$ cat src/rtl/cfgBootPkg.sv
package cfgBootPkg;

  typedef enum logic [1:0] {
    ST_POR   = 2'd0,
    ST_LOAD  = 2'd1,
    ST_APPLY = 2'd2,
    ST_READY = 2'd3
  } seqState_t;

  // strobes from the control FSM into the register datapath
  typedef struct packed {
    logic clearAll;
    logic issueRd;
    logic capture;
    logic commit;
    logic hostWr;
  } seqStrobe_t;

endpackage

$ cat src/rtl/cfgBootCtrl.sv
module cfgBootCtrl
  import cfgBootPkg::*;
#(
  parameter int N_WORDS = 8,
  parameter int POR_CYC = 4,
  parameter int HAW     = 4
) (
  input  logic           clk,
  input  logic           rstN,
  input  logic           hardRstPin,
  input  logic           softRstReq,
  input  logic           hostWrEn,
  input  logic [HAW-1:0] hostAddr,
  input  logic [1:0]     ctlBits,
  input  logic           wordDone,
  input  logic           lastWord,
  input  logic           inFlight,
  output seqStrobe_t     strobe,
  output logic           hostReady,
  output logic           initDone,
  output logic           hardBit,
  output logic           softPend
);

  localparam int PCW = $clog2(POR_CYC + 1);

  seqState_t       state;
  logic [PCW-1:0]  porCnt;
  logic            pinMeta;
  logic            pinSync;
  logic            ctlWr;
  logic            softNow;
  logic            takeSoft;
  logic            porDone;

  // two-flop synchronizer for the external hard reset
  always_ff @(posedge clk or negedge rstN) begin
    if (!rstN) begin
      pinMeta <= 1'b0;
      pinSync <= 1'b0;
    end else begin
      pinMeta <= hardRstPin;
      pinSync <= pinMeta;
    end
  end

  assign hostReady = (state == ST_READY) && !pinSync && !hardBit;
  assign ctlWr     = hostReady && hostWrEn && (hostAddr == HAW'(N_WORDS));
  assign softNow   = softRstReq || (ctlWr && ctlBits[1]);
  assign takeSoft  = (state == ST_READY) && !hardBit && softPend && !pinSync;
  assign porDone   = (state == ST_POR) && (porCnt == PCW'(POR_CYC - 1));
  assign initDone  = (state == ST_READY);

  always_comb begin
    strobe.clearAll = pinSync || ((state == ST_READY) && hardBit);
    strobe.issueRd  = (state == ST_LOAD) && !inFlight && !pinSync;
    strobe.capture  = (state == ST_LOAD) && wordDone && !pinSync;
    strobe.commit   = (state == ST_APPLY) && !pinSync;
    strobe.hostWr   = hostReady && hostWrEn && (hostAddr < HAW'(N_WORDS));
  end

  always_ff @(posedge clk or negedge rstN) begin
    if (!rstN) begin
      state  <= ST_POR;
      porCnt <= '0;
    end else if (strobe.clearAll) begin
      state  <= ST_POR;
      porCnt <= '0;
    end else begin
      unique case (state)
        ST_POR: begin
          if (porDone) begin
            state  <= ST_LOAD;
            porCnt <= '0;
          end else begin
            porCnt <= porCnt + 1'b1;
          end
        end
        ST_LOAD:  if (wordDone && lastWord) state <= ST_APPLY;
        ST_APPLY: state <= ST_READY;
        ST_READY: if (takeSoft) state <= ST_APPLY;
        default:  state <= ST_POR;
      endcase
    end
  end

  // self-clearing hard-reset control bit
  always_ff @(posedge clk or negedge rstN) begin
    if (!rstN)                    hardBit <= 1'b0;
    else if (ctlWr && ctlBits[0]) hardBit <= 1'b1;
    else if (porDone)             hardBit <= 1'b0;
  end

  // soft request latch: dropped in the settling interval, held elsewhere
  always_ff @(posedge clk or negedge rstN) begin
    if (!rstN)                 softPend <= 1'b0;
    else if (strobe.clearAll)  softPend <= 1'b0;
    else if (state == ST_POR)  softPend <= 1'b0;
    else                       softPend <= (softPend && !takeSoft) || softNow;
  end

endmodule

$ cat src/rtl/cfgBootData.sv
module cfgBootData
  import cfgBootPkg::*;
#(
  parameter int N_WORDS = 8,
  parameter int WORD_W  = 8,
  parameter int NVM_LAT = 2,
  parameter int HAW     = 4,
  parameter int NAW     = 3
) (
  input  logic                        clk,
  input  logic                        rstN,
  input  seqStrobe_t                  strobe,
  input  logic [HAW-1:0]              hostAddr,
  input  logic [WORD_W-1:0]           hostWrData,
  input  logic                        hostRead,
  input  logic [2:0]                  statusBits,
  input  logic [WORD_W-1:0]           nvmRdData,
  output logic [NAW-1:0]              nvmAddr,
  output logic                        wordDone,
  output logic                        lastWord,
  output logic                        inFlight,
  output logic [N_WORDS*WORD_W-1:0]   cfgActive,
  output logic [WORD_W-1:0]           hostRdData
);

  logic [NVM_LAT-1:0] rdPipe;
  logic [NAW-1:0]     loadAddr;
  logic [WORD_W-1:0]  stageMem [N_WORDS];
  logic [WORD_W-1:0]  rdMux;

  // read-valid pipeline matching the memory latency
  for (genvar s = 0; s < NVM_LAT; s++) begin : gPipe
    always_ff @(posedge clk or negedge rstN) begin
      if (!rstN)                rdPipe[s] <= 1'b0;
      else if (strobe.clearAll) rdPipe[s] <= 1'b0;
      else if (s == 0)          rdPipe[s] <= strobe.issueRd;
      else                      rdPipe[s] <= rdPipe[(s == 0) ? 0 : s-1];
    end
  end

  assign inFlight = |rdPipe;
  assign wordDone = rdPipe[NVM_LAT-1];
  assign lastWord = (loadAddr == NAW'(N_WORDS - 1));
  assign nvmAddr  = loadAddr;

  always_ff @(posedge clk or negedge rstN) begin
    if (!rstN)                loadAddr <= '0;
    else if (strobe.clearAll) loadAddr <= '0;
    else if (strobe.capture)  loadAddr <= lastWord ? '0 : loadAddr + 1'b1;
  end

  for (genvar g = 0; g < N_WORDS; g++) begin : gWord
    always_ff @(posedge clk or negedge rstN) begin
      if (!rstN)
        stageMem[g] <= '0;
      else if (strobe.clearAll)
        stageMem[g] <= '0;
      else if (strobe.capture && (loadAddr == NAW'(g)))
        stageMem[g] <= nvmRdData;
      else if (strobe.hostWr && (hostAddr == HAW'(g)))
        stageMem[g] <= hostWrData;
    end

    always_ff @(posedge clk or negedge rstN) begin
      if (!rstN)                cfgActive[g*WORD_W +: WORD_W] <= '0;
      else if (strobe.clearAll) cfgActive[g*WORD_W +: WORD_W] <= '0;
      else if (strobe.commit)   cfgActive[g*WORD_W +: WORD_W] <= stageMem[g];
    end
  end

  always_comb begin
    rdMux = '0;
    for (int i = 0; i < N_WORDS; i++) begin
      if (hostAddr == HAW'(i)) rdMux = stageMem[i];
    end
    if (hostAddr == HAW'(N_WORDS)) rdMux = WORD_W'(statusBits);
  end

  assign hostRdData = hostRead ? rdMux : '0;

endmodule

$ cat src/rtl/cfgBootSeq.sv
module cfgBootSeq
  import cfgBootPkg::*;
#(
  parameter int N_WORDS = 8,
  parameter int WORD_W  = 8,
  parameter int N_OUT   = 4,
  parameter int NVM_LAT = 2,
  parameter int POR_CYC = 4,
  localparam int HAW    = $clog2(N_WORDS + 1),
  localparam int NAW    = (N_WORDS > 1) ? $clog2(N_WORDS) : 1
) (
  input  logic                      clk,
  input  logic                      rstN,
  input  logic                      hardRstPin,
  input  logic                      softRstReq,
  output logic                      nvmRdEn,
  output logic [NAW-1:0]            nvmAddr,
  input  logic [WORD_W-1:0]         nvmRdData,
  input  logic                      hostWrEn,
  input  logic                      hostRdEn,
  input  logic [HAW-1:0]            hostAddr,
  input  logic [WORD_W-1:0]         hostWrData,
  output logic                      hostAck,
  output logic [WORD_W-1:0]         hostRdData,
  output logic                      initDone,
  output logic [N_OUT-1:0]          clkOutEn,
  output logic [N_WORDS*WORD_W-1:0] cfgActive
);

  seqStrobe_t strobe;
  logic       hostReady;
  logic       hardBit;
  logic       softPend;
  logic       wordDone;
  logic       lastWord;
  logic       inFlight;

  cfgBootCtrl #(
    .N_WORDS(N_WORDS), .POR_CYC(POR_CYC), .HAW(HAW)
  ) uCtrl (
    .clk(clk), .rstN(rstN), .hardRstPin(hardRstPin), .softRstReq(softRstReq),
    .hostWrEn(hostWrEn), .hostAddr(hostAddr), .ctlBits(hostWrData[1:0]),
    .wordDone(wordDone), .lastWord(lastWord), .inFlight(inFlight),
    .strobe(strobe), .hostReady(hostReady), .initDone(initDone),
    .hardBit(hardBit), .softPend(softPend)
  );

  cfgBootData #(
    .N_WORDS(N_WORDS), .WORD_W(WORD_W), .NVM_LAT(NVM_LAT), .HAW(HAW), .NAW(NAW)
  ) uData (
    .clk(clk), .rstN(rstN), .strobe(strobe), .hostAddr(hostAddr),
    .hostWrData(hostWrData), .hostRead(hostReady && hostRdEn),
    .statusBits({softPend, hardBit, initDone}), .nvmRdData(nvmRdData),
    .nvmAddr(nvmAddr), .wordDone(wordDone), .lastWord(lastWord),
    .inFlight(inFlight), .cfgActive(cfgActive), .hostRdData(hostRdData)
  );

  assign nvmRdEn  = strobe.issueRd;
  assign hostAck  = hostReady && (hostWrEn || hostRdEn);
  assign clkOutEn = initDone ? cfgActive[N_OUT-1:0] : '0;

endmodule

$ cat config.mk
export PLATFORM = sky130hd
export DESIGN_NAME = cfgBootSeq
export DESIGN_NICKNAME = d
export VERILOG_FILES = /design/src/rtl/cfgBootPkg.sv /design/src/rtl/cfgBootCtrl.sv /design/src/rtl/cfgBootData.sv /design/src/rtl/cfgBootSeq.sv
export SDC_FILE = /design/constraint.sdc
export NUM_CORES = 1
export LEC_CHECK = 0
export ABC_CLOCK_PERIOD_IN_PS = 2050
export BUFFER_PORTS_ARGS = -buffer_cell sky130_fd_sc_hd__buf_2
export CORE_MARGIN = 3
export CORE_UTILIZATION = 52
export DETAILED_ROUTE_END_ITERATION = 10
export PLACE_DENSITY = 0.76
export RECOVER_POWER = 50
export SYNTH_ARGS = -nofsm -noshare
export SYNTH_HDL_FRONTEND = slang
export SYNTH_SLANG_ARGS = --single-unit
$ cat constraint.sdc
create_clock -name clk -period 2.05 [get_ports clk]
set_input_delay 0.3075 -clock clk [delete_from_list [all_inputs] [get_ports clk]]
set_output_delay 0.3075 -clock clk [all_outputs]
set_load 0.01 [all_outputs]
Yosys cells after proc, flatten, opt, wreduce, memory -nomap -nowiden. Cells that the tools add are included.

Bits in registers: 142. Input port bits: 26. Output and inout bits: 82.

$add $sub $neg: 2. Magnitude comparators: 1. Eq/ne operators: 22. Multiplexer cells: 68. Reductions and logical operators: 62.

Operators with widths (count): $mux 8 (50); $logic_and 1x1->1 (37); $reduce_bool 3->1 (8); $mux 3 (6); $eq 4x3->1 const B (4); $eq 3x3->1 const B (4); $eq 3x2->1 const B (3); $eq 4x2->1 const B (2); $mux 2 (4); $pmux 2 s4 (1); $reduce_bool 2->1 (4); $add 3x1->3 const B (2); $mux 1 (6); $eq 2x2->1 const B (2); $eq 4x1->1 const B (1); $eq 4x4->1 const B (1); $logic_not 1->1 (4); $logic_not 4->1 (1); $logic_or 1x1->1 (4); $lt 4x4->1 const B (1); $mux 4 (1); $eq 3x1->1 const B (1); $logic_not 3->1 (1); $ne 3x1->1 const B (1); other kinds (6) (6).

Logic depth before layout (Yosys ltp). Gate-level depths: netlist of the first run.

Depth in word-level cells: 11. Depth in mapped cells: 8. Mapped depth without buffers: 6.

Modules after synthesis. A second synthesis of the first run with hierarchy kept.

Cell total of the unflattened synthesis: 700. Area total of the unflattened synthesis: 7327.0 um2.

Modules (own cells, without submodules): cfgBootData (times used 1, cells an instance 649, area an instance 6831.6 um2, seq. area each 3328.2 um2); cfgBootCtrl (times used 1, cells an instance 45, area an instance 455.4 um2, seq. area each 225.2 um2); cfgBootSeq (times used 1, cells an instance 6, area an instance 40.0 um2, seq. area each 0.0 um2).

Least setup slack after synthesis of the first run. OpenSTA, ideal clock, no wires.

Kind: input port to output port. Start: input hostAddr[1]. End: output hostRdData[5]. Arrival time: 1.725 ns. Required time: 1.742 ns. Setup slack: 0.018 ns. Cell stages on the path: 7. Buffers on the path: 3. Cells stage by stage: buf_2 > buf_1 > buf_2 > o21ai_0 > o311ai_0 > o31ai_1 > a211oi_1.

Cells in the longest elaborated chain, start to end: 11. Elaborated cells on any way between the ends: 19. Classes of those cells: 8 x eq/ne; 10 x mux; 1 x reduce/logical.

Ends and longest elaborated chain: start, declared (line cfgBootSeq.sv:21) `input logic [HAW-1:0] hostAddr,`; $logic_not 4->1 (line cfgBootData.sv:74) `if (hostAddr == HAW'(i)) rdMux = stageMem[i];`; $mux 8 (8 in a row) (line cfgBootData.sv:74); $mux 8 (*) (line cfgBootData.sv:76) `if (hostAddr == HAW'(N_WORDS)) rdMux = WORD_W'(statusBits);`; $mux 8 (*) (line cfgBootData.sv:79) `assign hostRdData = hostRead ? rdMux : '0;`; end, declared (line cfgBootSeq.sv:24) `output logic [WORD_W-1:0] hostRdData,`.

Every way passes the cells marked *; elsewhere a longest branch is shown, timed or not.

Worst setup path after layout of the first run.
Start: register uCtrl.hardBit. End: output hostRdData[6].

Cells in the longest elaborated chain, start to end: 4.

Ends and longest elaborated chain: start, declared (line cfgBootCtrl.sv:21) `output logic hardBit,`; start signal, assigned (line cfgBootCtrl.sv:89) `if (!rstN) hardBit <= 1'b0;`; start signal, assigned (line cfgBootCtrl.sv:90) `else if (ctlWr && ctlBits[0]) hardBit <= 1'b1;`; start signal, assigned (line cfgBootCtrl.sv:91) `else if (porDone) hardBit <= 1'b0;`; $logic_not 1->1 (line cfgBootCtrl.sv:47) `assign hostReady = (state == ST_READY) && !pinSync && !hardBit;`; $logic_and 1x1->1 (line cfgBootCtrl.sv:47); $logic_and 1x1->1 (line cfgBootSeq.sv:52) `.hostWrData(hostWrData), .hostRead(hostReady && hostRdEn),`; $mux 8 (line cfgBootData.sv:79).

Every way passes these cells.

==> metrics.txt, run 1 <==
number of global-route vias before repair=6994; HP Class=input port to flip-flop; slew margin rel.=0.341; placer congestion estimate=0.999; die area=0.0165 sq mm; Worst-Skew Late Latency=0.43 ns; Worst setup EP type=output pin; vias=7397; final setup fails=34; post-layout worst setup margin=-0.305 ns; Synth async-reset ratio=1.00; first-pass GRT wire length=39100 um; Leakage=4.46 nW; R2R cell count=8; largest net degree at the start of global routing=65; r2r endpoint=uData.stageMem[46]; IO Pins=108; most frequent cells in the layout=nand2_1, dfrtp_1, a21oi_1; Top FF cell, synth=dfrtp_1; synth top area cells=dfrtp_1, a21oi_1, mux2_2; Final nets=1032; worst hold path depth=3; fin cells=1195; number of synthesized flops with an enable pin=0; fin. max-slew vios=0; Die X=128 um; P_int=5.18 mW; Worst-Margin Slew=0.988 ns; Vias/cell=6.19; Yosys top cell area share=0.455; Cell variety after synth=60; Peak VDD IR=0.582 mV; WL per Instance=21.6 um; Pre-antenna DRT Iters=6; Sw Pwr=1.86 mW; Die Span Y=128 um; r2r setup slk=-0.09 ns; hold wc startpoint=softRstReq; arrival time at the worst endpoint=2.05 ns; input/output buffers=107; Synth Cell Area=0.00780 sq mm; worst setup path start=uCtrl.hardBit; drt total wl=25800 um; minimum clock period=2.36 ns; Worst setup SP type=flip-flop; Initial Util=0.535; share of layout cells above drive strength 1=0.312; clock buffer depth=2; cts bufs inserted=17; RSZ-0062 raised after global routing=yes; Core Region=0.0146 sq mm; Total GRT Usage=0.311; yosys warns=0; Seq/Total Area, Yosys=0.455; Tcrit/Tclk final=1.15; Diodes inserted=0; CP max FO=2; Synth Net Count=891; clk sinks=142; DRC=0; failing checks=setup timing; Placed Cells=1147; cell accounting for the most synthesized area=dfrtp_1; Post-Syn Area per Cell=9.09 sq um; status=finished, violations left; grt ovf=0; most common cell after layout, fill and taps aside=nand2_1; MaxCap Viol Count=0; Clock transition at path regs=0.06 ns; Cells after Synth=858; pwr dens=704 mW/mm^2; Highest Clock Rate=425 MHz; Sw Ratio=0.264; synthesis-stage register bit count=142; Rows=44; Comb power frac=0.125; worst r2r src=uCtrl.hardBit; Layout area overhead=28.1%; TritonCTS clock tree=yes; ANT nets after route=0; Req. time, crit path=1.74 ns; final hold violations=0; H-tree Lvls=4; detailed placer's ending HPWL=17900 um; worst setup path category=flip-flop to output pin; Flop pwr share=0.442; worst slack, placed=0.0144 ns; skew final=0.00881 ns; CP endpoint=hostRdData[6]; drt initial violations=1050; Root Buffer=clkbuf_16; initial antenna violation count=0; Clk pwr share=0.433
## routing by layer
metal,wire (um),track usage,vias to the layer above,share of wire
met5,0,0,-,0
met4,1110,0.146,0,0.043
met3,2550,0.0544,77,0.099
met2,11800,0.479,421,0.46
met1,10300,0.431,3587,0.40
li1,-,-,3312,-
## how the worst min path moves through the flow
stage / slack, ns / to
floorplan: 0.01 / uCtrl.hardBit
global placement: 0.24 / uData.cfgActive[50]
detailed placement: 0.24 / uData.cfgActive[6]
CTS: 0.18 / uCtrl.softPend
global route: 0.22 / uCtrl.softPend
finish: 0.19 / uCtrl.softPend
## flip-flops by register name, indices dropped and copies added, names as in the netlist
name,count
uData.cfgActive,64
uData.stageMem,64
uCtrl.porCnt,3
uData.nvmAddr,3
uCtrl.state,2
uCtrl.hardBit,1
uCtrl.pinMeta,1
uCtrl.pinSync,1
uCtrl.softPend,1
uData.rdPipe,1
uData.wordDone,1
## cell usage after synthesis (3+ instances only)
library cell / instances
a211oi_1: 5
a21oi_1: 130
a31oi_1: 10
and2_1: 3
and3_1: 13
buf_1: 16
buf_2: 12
clkbuf_1: 51
dfrtp_1: 142
ha_1: 7
inv_1: 17
mux2_2: 56
mux2i_1: 16
mux4_2: 4
nand2_1: 143
nand2b_1: 21
nand3_1: 52
nand3b_1: 8
nor2_1: 17
nor2b_1: 8
nor3_1: 5
nor3b_1: 3
nor4_1: 3
nor4b_1: 3
o21ai_0: 57
o2bb2ai_1: 11
o31ai_1: 3
## metrics by stage
stage	utilization	area [sq um]	power, mW	setup TNS [ns]	hold slack (ns)
global placement	0.616	8990	3.91	-0.118	0.236
global route	0.685	9990	7.24	-6.14	0.217
detailed placement	0.616	8990	3.92	0	0.240
finish	0.685	9990	7.04	-3.64	0.185
CTS	0.669	9760	6.99	-1.28	0.182
floorplan	-	7800	3.52	0	0.0119
## worst max-delay path: stages (launching register included)
cell       delay, ns
dfrtp_1         0.38
nand4bb_4       0.24
or3_4           0.39
or3_1           0.32
o22ai_2         0.13
buf_2           0.16
## final cells by class
| type | instances | area (sq um) |
|---|---|---|
| clock buffer | 22 | 464 |
| clock inverter | 9 | 113 |
| fill | 1137 | 4600 |
| inverter | 17 | 63.8 |
| multi-input combinational | 618 | 4170 |
| sequential | 142 | 3560 |
| tap | 184 | 230 |
| timing repair buffer | 203 | 1400 |
## power by group through the flow
| stage | Combinational (mW) | Sequential, mW | Clock (mW) |
|---|---|---|---|
| 4_1_cts | 0.814 | 3.10 | 3.07 |
| 2_1_floorplan | 0.458 | 3.06 | 0 |
| 6_report | 0.879 | 3.11 | 3.05 |
| 5_1_grt | 0.945 | 3.12 | 3.18 |
| 3_5_place_dp | 0.774 | 3.15 | 0 |
| 3_3_place_gp | 0.761 | 3.15 | 0 |
## cell families after synthesis
family	Yosys count	share of synthesized area
XOR/XNOR	1	0.00112
buffers and inverters	98	0.0497
adder cells (fa/ha/maj)	7	0.0112
flip-flops	142	0.455
AND/OR/NAND/NOR	290	0.180
multiplexers	76	0.113
AO/OA/AOI/OAI	244	0.190
## repair_timing
action | in CTS | in global routing
resized for setup | 21 | 52
endpoints found under the setup margin | 8 | 65
hold buffers | 2 | 0
hold endpoints to repair | 37 | 0
pin swaps | 6 | 7
setup buffers | 8 | 7
(Power assumes the default switching activity.)
==> run 2, diff against run 1 <==
Settings changed: PLACE_DENSITY 0.76 to 0.86.
==> metrics.txt, run 2 (same netlist as run 1, synthesis figures left out) <==
crit-path max cell delay=0.41 ns (+0.02 ns); largest net degree at the start of global routing=111 (+71%); fin. max-slew vios=0 (unchanged); pwr dens=699 mW/mm^2 (-0.74%); grt ovf=0 (unchanged); worst hold slack=0.279 ns (+0.0937 ns); most common cell after layout, fill and taps aside=nand2_1; final hold violations=0 (unchanged); worst slack, placed=-0.00676 ns (-0.0211 ns); Highest Clock Rate=421 MHz (-0.90%); number of buffers and inverters on the critical path=1 (unchanged); worst r2r src=uCtrl.pinSync; Worst setup SP type=flip-flop; Vias/cell=6.46 (+4.4%); cts bufs inserted=17 (unchanged); total power=6.97 mW (-0.99%); final setup fails=52 (+53%); clock buffer depth=2 (unchanged); number of global-route vias before repair=6967 (-0.39%); slew margin rel.=0.100 (-0.241); most frequent cells in the layout=nand2_1, dfrtp_1, a21oi_1; Diodes inserted=0 (unchanged); H-tree Lvls=4 (unchanged); DRC=0 (unchanged); die area=0.0165 sq mm (unchanged); arrival time at the worst endpoint=2.07 ns (+0.02 ns); Core Region=0.0146 sq mm (unchanged); Root Buffer=clkbuf_16; Layout area overhead=27.8%; hold wc startpoint=softRstReq; initial antenna violation count=0 (unchanged); R2R cell count=8 (unchanged); Initial Util=0.535 (unchanged); Final nets=1025 (-0.68%); Tcrit/Tclk final=1.16 (+0.0105); input/output buffers=107 (unchanged); share of layout cells above drive strength 1=0.318 (+0.00647); Die Span Y=128 um (unchanged); MaxCap Viol Count=0 (unchanged); Clock transition at path regs=0.06 ns (about the same); Peak VDD IR=0.798 mV (+37%); RSZ-0062 raised after global routing=yes; CP max FO=2 (unchanged); WL per Instance=23.0 um (+6.5%); top flop regs=uData.cfgActive: 64 flops, uData.stageMem: 64 flops; ANT nets after route=0 (unchanged); critical-path cell list=nand4bb_4, or3_4, or3_4, o22ai_4, buf_2; Pre-antenna DRT Iters=9 (+3); worst hold path depth=3 (unchanged); Worst setup EP type=output pin; drt initial violations=1241 (+18%); Leakage=4.43 nW (-0.69%); Total GRT Usage=0.315 (+0.00344); drt total wl=27300 um (+5.8%); CP delay by family, top=simple AND/OR/NAND/NOR gates; Worst-Skew Late Latency=0.42 ns (about the same); WHS Endpoint=uCtrl.softPend; r2r setup slk=-0.07 ns (+0.02 ns); detailed placer's ending HPWL=18000 um (+0.28%); Rows=44 (unchanged); post-layout worst setup margin=-0.327 ns (-0.0215 ns); first-pass GRT wire length=39800 um (+1.7%); vias=7672 (+3.7%); worst setup path category=flip-flop to output pin; Req. time, crit path=1.74 ns (about the same); minimum clock period=2.38 ns (+0.0215 ns); TritonCTS clock tree=yes; r2r endpoint=uData.stageMem[45]; most frequent CP cell=or3_4; placer congestion estimate=1.02 (+2.3%); clk sinks=142 (unchanged); skew final=0.00791 ns (-0.000907 ns); failing checks=setup timing; HP Class=input port to flip-flop; Die X=128 um (unchanged); status=finished, violations left; Worst-Margin Slew=1.35 ns (+0.362 ns); Crit-path slowest cell=dfrtp_1; IO Pins=108 (unchanged)
run 2: worst register-to-register path: stages, from the launching register on:
cell and delay, ns:
dfrtp_1 0.41, buf_6 0.13, buf_6 0.10, and4bb_4 0.36
buf_6 0.12, nand3_4 0.12, o221ai_2 0.24, buf_6 0.18
mux2_2 0.35
run 2: final cells by class:
type,count,area [sq um]
clock buffers,21,470
multi-input cells,618,4230
repair buffers,196,1330
flip-flops and latches,142,3560
fillers,1072,4620
clock inverters,9,88.8
well taps,184,230
inverters,17,63.8
run 2: what timing repair did:
action / CTS / global route
pin swaps: 9 / 12
endpoints found under the hold margin: 52 / 0
setup endpoints to repair: 12 / 72
hold buffers: 2 / 0
buffers inserted: 3 / 12
gates resized for setup: 27 / 72
gates cloned: 0 / 0
run 2: through the flow:
step                      area (sq um)  utilization  TNS [ns]  std cells
after floorplan                   7800            -         0        858
after global routing              9970        0.683     -5.56       1187
after CTS                         9660        0.662     -1.83       1177
after global placement            8930        0.612   -0.0208       1143
after detailed placement          8930        0.612  -0.00676       1143
final                             9970        0.683     -3.46       1187
run 2: routing by layer:
layer	up-vias	GRT usage	wire length, um
met1	3650	0.418	9960
li1	3289	-	-
met3	148	0.0880	3410
met2	585	0.486	12500
met4	0	0.139	1430
met5	-	0	0
run 2: how the worst max path moves through the flow:
stage | startpoint | end | slack [ns] | cells after the start
floorplan | hostAddr[1] | hostRdData[5] | 0.02 | 7
global placement | hostAddr[1] | hostRdData[4] | -0.02 | 7
detailed placement | uCtrl.hardBit | hostRdData[6] | -0.007 | 5
CTS | uCtrl.pinSync | hostRdData[6] | -0.31 | 5
global route | uCtrl.pinSync | hostRdData[6] | -0.35 | 5
finish | uCtrl.pinSync | hostRdData[6] | -0.33 | 5
run 2: report_power, final:
part           switching, mW  leakage (nW)  internal (mW)
combinational          0.513          2.26          0.388
clock                   1.19         0.267           1.75
sequential             0.183          1.90           2.94
total                   1.89          4.43           5.08
